==> src/rtl/uart_tx_hold_pkg.sv <==
package uart_tx_hold_pkg;
   typedef enum logic {
      HOLD_SINGLE = 1'b0,
      HOLD_QUEUE  = 1'b1
   } hold_mode_e;
endpackage

==> src/rtl/uart_tx_hold_fifo.sv <==
module uart_tx_hold_fifo #(
   parameter int W     = 8,
   parameter int DEPTH = 16,
   localparam int PW   = (DEPTH > 1) ? $clog2(DEPTH) : 1,
   localparam int CW   = $clog2(DEPTH + 1)
) (
   input  logic          clk,
   input  logic          rst_n,
   input  logic          flush,
   input  logic          push,
   input  logic          pop,
   input  logic [W-1:0]  din,
   output logic [W-1:0]  head,
   output logic [CW-1:0] count
);
   if (DEPTH < 2) begin : g_bad_depth
      $error("uart_tx_hold_fifo: DEPTH must be at least 2");
   end

   logic [PW-1:0] rd_ptr_q, wr_ptr_q;
   logic [CW-1:0] cnt_q;
   logic          full, drop;
   logic [W-1:0]  slot_view [DEPTH];

   assign full  = (cnt_q == CW'(DEPTH));
   assign drop  = push & full & ~pop;
   assign count = cnt_q;
   assign head  = slot_view[rd_ptr_q];

   function automatic logic [PW-1:0] step(input logic [PW-1:0] p);
      return (p == PW'(DEPTH - 1)) ? '0 : p + PW'(1);
   endfunction

   for (genvar i = 0; i < DEPTH; i++) begin : g_slot
      logic [W-1:0] slot_q;
      always_ff @(posedge clk or negedge rst_n) begin
         if (!rst_n) begin
            slot_q <= '0;
         end else if (push && !flush && wr_ptr_q == PW'(i)) begin
            slot_q <= din;
         end
      end
      assign slot_view[i] = slot_q;
   end

   always_ff @(posedge clk or negedge rst_n) begin
      if (!rst_n) begin
         rd_ptr_q <= '0;
         wr_ptr_q <= '0;
         cnt_q    <= '0;
      end else if (flush) begin
         rd_ptr_q <= '0;
         wr_ptr_q <= '0;
         cnt_q    <= '0;
      end else begin
         if (push) begin
            wr_ptr_q <= step(wr_ptr_q);
         end
         if (pop || drop) begin
            rd_ptr_q <= step(rd_ptr_q);
         end
         if (push && !pop && !full) begin
            cnt_q <= cnt_q + CW'(1);
         end else if (pop && !push) begin
            cnt_q <= cnt_q - CW'(1);
         end
      end
   end
endmodule

==> src/rtl/uart_tx_hold_status.sv <==
module uart_tx_hold_status (
   input  logic clk,
   input  logic rst_n,
   input  logic hold_wr,
   input  logic fetch,
   input  logic fetch_empties,
   input  logic flush,
   input  logic tsr_full_next,
   input  logic pend_clear,
   output logic thre,
   output logic temt,
   output logic pend
);
   logic thre_q, temt_q, pend_q;
   logic thre_n, pend_n;

   always_comb begin
      thre_n = thre_q;
      if (hold_wr) begin
         thre_n = 1'b0;
      end else if (flush || (fetch && fetch_empties)) begin
         thre_n = 1'b1;
      end

      pend_n = pend_q;
      if (hold_wr) begin
         pend_n = 1'b0;
      end else if (thre_n && !thre_q && !pend_q) begin
         pend_n = 1'b1;
      end else if (pend_clear) begin
         pend_n = 1'b0;
      end
   end

   always_ff @(posedge clk or negedge rst_n) begin
      if (!rst_n) begin
         thre_q <= 1'b1;
         temt_q <= 1'b1;
         pend_q <= 1'b0;
      end else begin
         thre_q <= thre_n;
         temt_q <= thre_n & ~tsr_full_next;
         pend_q <= pend_n;
      end
   end

   assign thre = thre_q;
   assign temt = temt_q;
   assign pend = pend_q;
endmodule

==> src/rtl/uart_tx_hold.sv <==
module uart_tx_hold
   import uart_tx_hold_pkg::*;
#(
   parameter int          DATA_W   = 8,
   parameter int          ADDR_W   = 3,
   parameter int          DEPTH    = 16,
   parameter logic [ADDR_W-1:0] THR_ADDR = '0,
   localparam int         CW       = $clog2(DEPTH + 1)
) (
   input  logic              clk,
   input  logic              rst_n,
   input  logic              wr_en,
   input  logic [ADDR_W-1:0] wr_addr,
   input  logic [DATA_W-1:0] wr_data,
   input  logic              fifo_en,
   input  logic              thre_ien,
   input  logic              iir_rd,
   output logic              out_valid,
   input  logic              out_ready,
   output logic [DATA_W-1:0] out_data,
   output logic              thre,
   output logic              temt,
   output logic              thr_pend,
   output logic              irq
);
   if (DATA_W < 1 || ADDR_W < 1) begin : g_bad_width
      $error("uart_tx_hold: widths must be positive");
   end

   hold_mode_e        mode_q;
   logic              flush, hold_wr, send, fetch, fetch_empties, tsr_full_n;
   logic [DATA_W-1:0] thr_q, tsr_q, fifo_head, fetch_byte;
   logic              tsr_full_q;
   logic [CW-1:0]     fifo_cnt;

   assign flush   = (hold_mode_e'(fifo_en) != mode_q);
   assign hold_wr = wr_en & (wr_addr == THR_ADDR) & ~flush;
   assign send    = tsr_full_q & out_ready;
   assign fetch   = ~thre & (~tsr_full_q | send) & ~flush;
   assign tsr_full_n = fetch | (tsr_full_q & ~send);

   assign fetch_empties = (mode_q == HOLD_QUEUE) ? (fifo_cnt == CW'(1)) : 1'b1;
   assign fetch_byte    = (mode_q == HOLD_QUEUE) ? fifo_head : thr_q;

   uart_tx_hold_fifo #(
      .W     (DATA_W),
      .DEPTH (DEPTH)
   ) fifo_i (
      .clk   (clk),
      .rst_n (rst_n),
      .flush (flush),
      .push  (hold_wr & (mode_q == HOLD_QUEUE)),
      .pop   (fetch & (mode_q == HOLD_QUEUE)),
      .din   (wr_data),
      .head  (fifo_head),
      .count (fifo_cnt)
   );

   uart_tx_hold_status status_i (
      .clk           (clk),
      .rst_n         (rst_n),
      .hold_wr       (hold_wr),
      .fetch         (fetch),
      .fetch_empties (fetch_empties),
      .flush         (flush),
      .tsr_full_next (tsr_full_n),
      .pend_clear    (iir_rd & irq),
      .thre          (thre),
      .temt          (temt),
      .pend          (thr_pend)
   );

   always_ff @(posedge clk or negedge rst_n) begin
      if (!rst_n) begin
         mode_q     <= HOLD_SINGLE;
         thr_q      <= '0;
         tsr_q      <= '0;
         tsr_full_q <= 1'b0;
      end else begin
         if (flush) begin
            mode_q <= hold_mode_e'(fifo_en);
         end
         if (hold_wr && mode_q == HOLD_SINGLE) begin
            thr_q <= wr_data;
         end
         if (fetch) begin
            tsr_q <= fetch_byte;
         end
         tsr_full_q <= tsr_full_n;
      end
   end

   assign out_valid = tsr_full_q;
   assign out_data  = tsr_q;
   assign irq       = thr_pend & thre_ien;
endmodule

==> config.mk <==
export PLATFORM = sky130hd
export DESIGN_NAME = uart_tx_hold
export DESIGN_NICKNAME = d
export VERILOG_FILES = /design/src/rtl/uart_tx_hold_pkg.sv /design/src/rtl/uart_tx_hold_fifo.sv /design/src/rtl/uart_tx_hold_status.sv /design/src/rtl/uart_tx_hold.sv
export SDC_FILE = /design/constraint.sdc
export NUM_CORES = 1
export LEC_CHECK = 0
export BUFFER_PORTS_ARGS = -buffer_cell sky130_fd_sc_hd__buf_2
export CAP_MARGIN = 30
export CORE_MARGIN = 2
export CORE_UTILIZATION = 55
export CTS_BUF_LIST = sky130_fd_sc_hd__clkbuf_8
export DETAILED_ROUTE_END_ITERATION = 10
export GPL_TIMING_DRIVEN = 0
export PLACE_DENSITY = 0.8
export SETUP_SLACK_MARGIN = 0.2
export SYNTH_ARGS = -nofsm -noshare
export SYNTH_HDL_FRONTEND = slang
export SYNTH_HIERARCHICAL = 1
export SYNTH_SLANG_ARGS = --single-unit
==> constraint.sdc <==
create_clock -name clk -period 3 [get_ports clk]
set_input_delay 0.45 -clock clk [delete_from_list [all_inputs] [get_ports clk]]
set_output_delay 0.45 -clock clk [all_outputs]
set_load 0.005 [all_outputs]
==> key figures, run 1 <==
GRT
  – Largest net degree at the start of global routing: 95
  – Vias in the first global route: 4,950
  – Met1 Use GR: 30.5%
  – Initial antenna violation count: 0
  – Wire length of the first global-routing pass: 25,900 um
  – Overall routing resource usage: 23.2%
  – Met2 GRT Util: 37.8%
  – Top Usage Layer GRT: met2
  – Grt met3 use: 5.43%
  – Gr ovfl total: 0

Floorplan
  – Initial Util: 55.8%
  – Number of placement rows: 43
  – Height of the die: 122 um
  – Chip width: 122 um
  – Die area: 14,900 um2
  – Floorplan Core Area: 13,700 um2
  – Ports: 31

Yosys
  – Cell with the most instances after synthesis: sky130_fd_sc_hd__dfrtp_1
  – Top_reg_cell synth: sky130_fd_sc_hd__dfrtp_1
  – Biggest area contributors in the synthesized netlist: sky130_fd_sc_hd__dfrtp_1 (52%), sky130_fd_sc_hd__mux2_2 (21%), sky130_fd_sc_hd__mux4_2 (9.4%)
  – Most instantiated cells after synthesis: sky130_fd_sc_hd__dfrtp_1 (160), sky130_fd_sc_hd__mux2_2 (142), sky130_fd_sc_hd__mux4_2 (32)
  – Syn Area/Cell: 14.7 um2
  – Seq cells post-synth: 162
  – Number of distinct library cells after synthesis: 50
  – Number of enable-type register cells in the synthesized netlist: 0
  – Synth warnings: 6
  – Proportion of synthesized chip area in sequential cells: 53.0%
  – Synth top area share: 52.3%
  – Post-synth ARST share: 100%
  – Post-Synthesis Cells: 522
  – Summed instance area of the synthesized netlist: 7660 um2
  – Net count after synthesis: 550
  – Post-synth top area cell: sky130_fd_sc_hd__dfrtp_1

Power and ir drop
  – Combinational power share: 8.3%
  – Fraction of power spent switching nets: 24.7%
  – Worst vdd ir: 0.410 mV
  – Int Pwr: 3.31 mW
  – Pwr dens: 515 nW/um2
  – Register share of total power: 52.4%
  – Pleak: 4.09 nW
  – Total power consumption of the routed design: 4.40 mW
  – Part of the total power dissipated in the clock network: 39.3%
  – P_sw: 1.09 mW

STA
  – Worst slew pin tran: 0.926 ns
  – Max-slew violation count: 0
  – Achievable clock frequency: 356 MHz
  – Post-layout minimum cycle time: 2.81 ns
  – Count of final setup violators: 0
  – Worst hold-check slack: 0.244 ns
  – Max-slew headroom: 38.1%
  – Hold Fails Final Rpt: 0
  – Post-route fraction of the period consumed by the critical path: 93.6%
  – Post-Route Skew: 0.0122 ns
  – Unrepaired setup endpoints after global routing: true

Worst setup path
  – Reg2reg setup slack: 0.19 ns
  – Register-to-Register Path Depth: 10
  – Crit-path slowest cell: sky130_fd_sc_hd__nor3_1
  – Endpoint type of the worst setup path: register
  – Critical path data arrival time: 3.12 ns
  – Crit path buffers/inverters: 2
  – Crit-path max FO: 11
  – Reg-to-reg critical path endpoint: fifo_i/count[4]
  – Critical R2R Launch: mode_q
  – Worst endpoint required time: 3.31 ns
  – Critical path's top delay family: compound AO/OA/AOI/OAI gates
  – Start point of the critical path: mode_q
  – Max incr delay on CP: 0.45 ns
  – Setup crit start kind: register
  – WS Path Type: register to register
  – Cell-by-cell listing of the critical path: buf_2 > nand2_1 > nor3_1 > inv_1 > o211ai_2 > ha_1 > a21oi_1 > a21oi_1 > nand2_1 > o211ai_1

Cells and area
  – Count of non-filler cells in the finished layout: 767
  – Fraction of final layout cells sized beyond drive strength 1: 47.7%
  – Final core utilization: 62.3%
  – Area growth from synthesis to layout: 11.6%
  – Number of antenna diodes: 0
  – Number of nets at the end of the flow: 602

Drt
  – Number of optimization iterations in the first detailed-route pass: 4
  – Final routed DRC violation total: 0
  – Routed via count: 4,639
  – Detail Route Antenna Nets: 0
  – DR iter-0 viols: 343
  – Avg WL per Cell: 20.7 um
  – Per-cell via count in the routed design: 6.05
  – WL final: 15,900 um

Worst hold path
  – Type of the worst min-delay path: primary input to register
  – Worst hold start: fifo_en
  – Sink of the worst hold path: mode_q
  – Worst Hold Path Cells: 2

Clock network
  – Number of levels in the clock H-tree: 4
  – CTS clk-pin slew, worst paths: 0.08 ns
  – Root buffer cell: sky130_fd_sc_hd__clkbuf_8
  – Number of clock buffers inserted by TritonCTS: 17
  – CTS tree: built
  – Post-CTS Setup Inserts: 0
  – Clock sinks: 162
  – Latest clock arrival within the worst-skew pair: 0.46 ns
  – Number of buffers on the longest clock path: 2

Placement
  – Gpl congestion: 0.853
  – Buffers added on ports: 30
  – Total instance count after detailed placement: 733
  – Placed wire-length estimate after detailed placement: 11,000 um

Job
  – Max Cap Viol: 0

Outcome
  – Result of the run: complete, no violations
how the worst max path moves through the flow:
stage	to	slack [ns]	cells after the start
after global routing	fifo_i/count[4]	0.13	10
after floorplan	fifo_i/g_slot[6].slot_q[0]	0.55	6
final	fifo_i/count[4]	0.19	10
after detailed placement	fifo_i/g_slot[8].slot_q[2]	-0.04	7
after CTS	out_data[2]	0.20	7
after global placement	fifo_i/g_slot[6].slot_q[2]	-0.77	1
kinds of logic (layout without fill, tap and decap cells):
logic type                 count (synthesis)  in the layout  share of synthesized area (%)
buffers and inverters                     36            101                           1.96
AOI/OAI and AO/OA                         44             44                           4.28
xor gates and xnor gates                   4              4                          0.458
adders and majority gates                 10             10                           1.73
DFF                                      162            162                           53.0
and+or+nand+nor                           79             79                           6.00
muxes                                    187            187                           32.6
layout by cell type, fill, tap and decap left out, types with 3 or more instances in the layout:
cell type	Yosys	routed
sky130_fd_sc_hd__o21ai_0	4	4
sky130_fd_sc_hd__mux4_2	32	32
sky130_fd_sc_hd__nor2_1	18	16
sky130_fd_sc_hd__bufinv_16	0	3
sky130_fd_sc_hd__a21oi_1	10	10
sky130_fd_sc_hd__mux2_2	142	142
sky130_fd_sc_hd__mux2_4	9	9
sky130_fd_sc_hd__or3_1	3	3
sky130_fd_sc_hd__nor3_4	0	3
sky130_fd_sc_hd__clkbuf_8	0	18
sky130_fd_sc_hd__nor2b_1	5	5
sky130_fd_sc_hd__ha_1	9	9
sky130_fd_sc_hd__inv_6	0	6
sky130_fd_sc_hd__inv_1	5	5
sky130_fd_sc_hd__buf_2	6	35
sky130_fd_sc_hd__o31ai_1	3	3
sky130_fd_sc_hd__nand3_1	5	5
sky130_fd_sc_hd__clkbuf_1	18	17
sky130_fd_sc_hd__buf_1	5	3
sky130_fd_sc_hd__dfrtp_1	160	160
sky130_fd_sc_hd__nor2_4	3	3
sky130_fd_sc_hd__nand2_1	21	21
sky130_fd_sc_hd__nor3_2	8	5
sky130_fd_sc_hd__a22oi_1	16	16
worst register-to-register path: cells and delay by family (launching register included):
kind	cells	cell delay [ns]
flops	1	0.39
fa+ha+maj	1	0.38
simple gates	3	0.65
compound gates	4	0.80
buf+inv	2	0.46
repair_timing:
item                                    4_1_cts  5_1_grt
endpoints found under the setup margin       90       39
pin swaps                                     0        0
hold buffers                                  1        0
resized for setup                             1        9
hold endpoints to repair                      6        0
power groups by stage:
stage,logic (mW),clock network (mW),registers (mW)
2_1_floorplan,0.206,0,2.34
3_3_place_gp,0.346,0,2.34
3_5_place_dp,0.365,0,2.35
4_1_cts,0.367,1.76,2.31
5_1_grt,0.406,1.86,2.32
6_report,0.366,1.73,2.31
flip-flops by register name, summed over array words and instances, names as in the netlist:
register and cells:
fifo_i/g_slot.slot_q 128, out_data 8, thr_q 8, fifo_i/count 5, fifo_i/rd_ptr_q 4, fifo_i/wr_ptr_q 4, mode_q 1, out_valid 1
status_i/pend 1, status_i/temt 1, status_i/thre 1
final cells by class:
| type | count | area, um2 |
|---|---|---|
| Inverter | 6 | 22.5 |
| Clock inverter | 14 | 186 |
| Fill cell | 998 | 5170 |
| Multi-Input combinational cell | 324 | 3480 |
| Sequential cell | 162 | 4060 |
| Clock buffer | 18 | 248 |
| Buffer | 30 | 134 |
| Tap cell | 180 | 225 |
| Timing Repair Buffer | 33 | 201 |
through the flow:
| stage | TNS [ns] | setup WS [ns] | instance area, um2 |
|---|---|---|---|
| after floorplan | 0 | 0.551 | 7660 |
| after global placement | -121.56 | -0.768 | 8030 |
| after detailed placement | -0.506 | -0.0419 | 8070 |
| after CTS | 0 | 0.201 | 8510 |
| after global routing | 0 | 0.127 | 8550 |
| final | 0 | 0.192 | 8550 |
routing by layer:
layer	vias up	wire [um]
met5	-	0
met4	0	416
met3	35	531
met2	90	7950
met1	2469	7020
li1	2045	-
No activity file was read; power rests on OpenSTA's default activity.
==> run 2, diff against run 1 <==
Settings changed: RECOVER_POWER set to 25, SYNTH_HIERARCHICAL 1 to not set, TNS_END_PERCENT set to 20.
==> run 2 against run 1 <==
The run now ends with max-capacitance violations, max-slew violations left. Synthesized area rose by 1.8%. Flip-flop and latch count did not move. Fmax rose by 3.3%. Via count rose by 9.1%. Non-clock buffer count rose by 4. Critical path type unchanged. Largest power group unchanged.
==> key figures, run 2 <==
Yosys
  – Post-synth top area cell: sky130_fd_sc_hd__dfrtp_1 (unchanged)
  – Number of enable-type register cells in the synthesized netlist: 0 (unchanged)
  – Post-Synthesis Cells: 585 (was 522)
  – Post-synth ARST share: 100% (unchanged)
  – Summed instance area of the synthesized netlist: 7800 um2 (was 7660 um2)
  – Cell with the most instances after synthesis: sky130_fd_sc_hd__dfrtp_1 (unchanged)
  – Seq cells post-synth: 162 (unchanged)
  – Synth warnings: 0 (was 6)
  – Number of distinct library cells after synthesis: 54 (was 50)
  – Most instantiated cells after synthesis: sky130_fd_sc_hd__dfrtp_1 (160), sky130_fd_sc_hd__mux2_2 (131), sky130_fd_sc_hd__mux2i_1 (37) (was sky130_fd_sc_hd__dfrtp_1 (160), sky130_fd_sc_hd__mux2_2 (142), sky130_fd_sc_hd__mux4_2 (32))
  – Synth top area share: 51.3% (was 52.3%)
  – Syn Area/Cell: 13.3 um2 (was 14.7 um2)
  – Biggest area contributors in the synthesized netlist: sky130_fd_sc_hd__dfrtp_1 (51%), sky130_fd_sc_hd__mux2_2 (19%), sky130_fd_sc_hd__mux2i_1 (4.7%) (was sky130_fd_sc_hd__dfrtp_1 (52%), sky130_fd_sc_hd__mux2_2 (21%), sky130_fd_sc_hd__mux4_2 (9.4%))
  – Proportion of synthesized chip area in sequential cells: 52.0% (was 53.0%)
  – Top_reg_cell synth: sky130_fd_sc_hd__dfrtp_1 (unchanged)
  – Net count after synthesis: 612 (was 550)

Floorplan
  – Floorplan Core Area: 13,900 um2 (was 13,700 um2)
  – Initial Util: 56.2% (was 55.8%)
  – Height of the die: 123 um (was 122 um)
  – Chip width: 123 um (was 122 um)
  – Number of placement rows: 43 (unchanged)
  – Die area: 15,100 um2 (was 14,900 um2)
  – Ports: 31 (unchanged)

Drt
  – Number of optimization iterations in the first detailed-route pass: 4 (unchanged)
  – WL final: 17,500 um (was 15,900 um)
  – Avg WL per Cell: 21.2 um (was 20.7 um)
  – Routed via count: 5,060 (was 4,639)
  – Detail Route Antenna Nets: 0 (unchanged)
  – DR iter-0 viols: 475 (was 343)
  – Final routed DRC violation total: 0 (unchanged)
  – Per-cell via count in the routed design: 6.11 (was 6.05)

GRT
  – Initial antenna violation count: 0 (unchanged)
  – Overall routing resource usage: 25.0% (was 23.2%)
  – Vias in the first global route: 5,184 (was 4,950)
  – Largest net degree at the start of global routing: 95 (unchanged)
  – Wire length of the first global-routing pass: 27,900 um (was 25,900 um)
  – Gr ovfl total: 0 (unchanged)

Power and ir drop
  – Worst vdd ir: 0.281 mV (was 0.410 mV)
  – Register share of total power: 58.1% (was 52.4%)
  – Combinational power share: 7.7% (was 8.3%)
  – Pleak: 4.02 nW (was 4.09 nW)
  – Part of the total power dissipated in the clock network: 34.3% (was 39.3%)
  – Fraction of power spent switching nets: 24.6% (was 24.7%)
  – Pwr dens: 464 nW/um2 (was 515 nW/um2)
  – Int Pwr: 2.99 mW (was 3.31 mW)
  – P_sw: 0.973 mW (was 1.09 mW)
  – Total power consumption of the routed design: 3.96 mW (was 4.40 mW)

STA
  – Achievable clock frequency: 368 MHz (was 356 MHz)
  – Count of final setup violators: 0 (unchanged)
  – Setup slack of the critical path after layout: 0.281 ns (was 0.192 ns)
  – Max-slew headroom: -58.3% (was 38.1%)
  – Post-route fraction of the period consumed by the critical path: 90.6% (was 93.6%)
  – Hold Fails Final Rpt: 0 (unchanged)
  – Post-Route Skew: 0.0133 ns (was 0.0122 ns)
  – Worst slew pin tran: 2.37 ns (was 0.926 ns)
  – Unrepaired setup endpoints after global routing: true (unchanged)
  – Worst hold-check slack: 0.172 ns (was 0.244 ns)
  – Fin Setup TNS: 0 ns (unchanged)
  – Post-layout minimum cycle time: 2.72 ns (was 2.81 ns)
  – Max-slew violation count: 94 (was 0)

Clock network
  – Clock sinks: 162 (unchanged)
  – Root buffer cell: sky130_fd_sc_hd__clkbuf_8 (unchanged)
  – CTS clk-pin slew, worst paths: 0.08 ns (about the same)
  – Number of hold buffers added after CTS: 0 (was 1)
  – CTS tree: built (unchanged)
  – Latest clock arrival within the worst-skew pair: 0.46 ns (about the same)
  – Number of clock buffers inserted by TritonCTS: 17 (unchanged)
  – Number of levels in the clock H-tree: 4 (unchanged)
  – Number of buffers on the longest clock path: 2 (unchanged)

Cells and area
  – Area growth from synthesis to layout: 9.42% (was 11.6%)
  – Fill cell instance count of the final layout: 1,066 (was 998)
  – Max FFs per register: 128 (unchanged)
  – Fraction of final layout cells sized beyond drive strength 1: 36.3% (was 47.7%)
  – Highest-count cells in the layout ignoring fill and taps: sky130_fd_sc_hd__dfrtp_1 (160), sky130_fd_sc_hd__mux2_2 (131), sky130_fd_sc_hd__mux2i_1 (37) (was sky130_fd_sc_hd__dfrtp_1 (160), sky130_fd_sc_hd__mux2_2 (142), sky130_fd_sc_hd__buf_2 (35))
  – Biggest register: fifo_i.g_slot.slot_q (was fifo_i/g_slot.slot_q)
  – Count of non-filler cells in the finished layout: 828 (was 767)
  – Final instance area: 8530 um2 (was 8550 um2)
  – Most common cell after layout, fill and taps aside: sky130_fd_sc_hd__dfrtp_1 (unchanged)
  – Number of antenna diodes: 0 (unchanged)
  – Final core utilization: 61.5% (was 62.3%)
  – Number of nets at the end of the flow: 663 (was 602)

Placement
  – Total instance count after detailed placement: 797 (was 733)
  – Gpl congestion: 0.868 (was 0.853)
  – Worst setup timing slack at the placement stage: 0.160 ns (was -0.0419 ns)
  – Buffers added on ports: 30 (unchanged)
  – Placed wire-length estimate after detailed placement: 11,900 um (was 11,000 um)
  – Placement-stage cell area: 8210 um2 (was 8070 um2)

Worst setup path
  – Setup crit start kind: register (unchanged)
  – Reg2reg setup slack: 0.28 ns (was 0.19 ns)
  – Worst endpoint required time: 3.31 ns (about the same)
  – Endpoint type of the worst setup path: register (unchanged)
  – Crit-path max FO: 10 (was 11)
  – Critical path data arrival time: 3.03 ns (was 3.12 ns)
  – WS Path Type: register to register (unchanged)

Job
  – Max Cap Viol: 1 (was 0)

Worst hold path
  – Type of the worst min-delay path: primary input to register (unchanged)

Outcome
  – Failing checks: max-capacitance violations, max-slew violations
  – Result of the run: complete, but fails checks (was complete, no violations)
## run 2: layout make-up
class / count / area, um2 / share of cell area (%)
Multi-Input combinational cell: 378 / 3560 / 41.7
Sequential cell: 162 / 4060 / 47.5
Tap cell: 180 / 225 / 2.64
Buffer: 35 / 148 / 1.73
Inverter: 10 / 37.5 / 0.440
Clock buffer: 20 / 275 / 3.23
Timing Repair Buffer: 32 / 180 / 2.11
Clock inverter: 11 / 51.3 / 0.601
## run 2: worst max-delay path, cell delays in order (launching register included)
cell	delay (ns)
sky130_fd_sc_hd__dfrtp_1	0.35
sky130_fd_sc_hd__clkbuf_1	0.20
sky130_fd_sc_hd__clkbuf_1	0.60
sky130_fd_sc_hd__mux4_2	0.43
sky130_fd_sc_hd__a2111oi_1	0.79
sky130_fd_sc_hd__a221oi_1	0.20
## run 2: kinds of logic after synthesis
family	after synthesis	share of synthesized area, %
adders and majority gates	9	1.44
muxes	189	29.0
xor gates and xnor gates	4	0.449
DFF	162	52.0
buffers and inverters	45	2.37
and+or+nand+nor	108	8.73
AOI/OAI and AO/OA	68	5.97
## run 2: power by group through the flow
| stage | logic [mW] | registers (mW) | clock network [mW] |
|---|---|---|---|
| after floorplan | 0.165 | 2.33 | 0 |
| after global placement | 0.289 | 2.34 | 0 |
| after detailed placement | 0.307 | 2.34 | 0 |
| after CTS | 0.307 | 2.30 | 1.37 |
| after global routing | 0.341 | 2.31 | 1.46 |
| final | 0.304 | 2.30 | 1.36 |
## run 2: worst paths after layout
check                                    from                     endpoint  depth (start not counted)
max                        fifo_i.rd_ptr_q[1]                  out_data[1]                          5
min                                    iir_rd                status_i.pend                          2
max reg2reg                fifo_i.rd_ptr_q[1]                  out_data[1]                          5
min reg2reg                          thr_q[2]                     thr_q[2]                          1
max in group asynchronous               rst_n  fifo_i.g_slot[15].slot_q[3]                          1
min in group asynchronous               rst_n   fifo_i.g_slot[5].slot_q[3]                          1
## run 2: what timing repair did
action | 4_1_cts | 5_1_grt
endpoints found under the setup margin | 2 | 3
setup buffers | 0 | 0
gates resized for setup | 1 | 1
## run 2: metal layers
metal  part of all wire [%]  track usage, %  up-vias
met3                    4.2            4.80       27
met1                     44            33.4     2636
met4                    2.1            9.23        0
li1                       -               -     2263
met5                      0               0        -
met2                     50            41.0      134
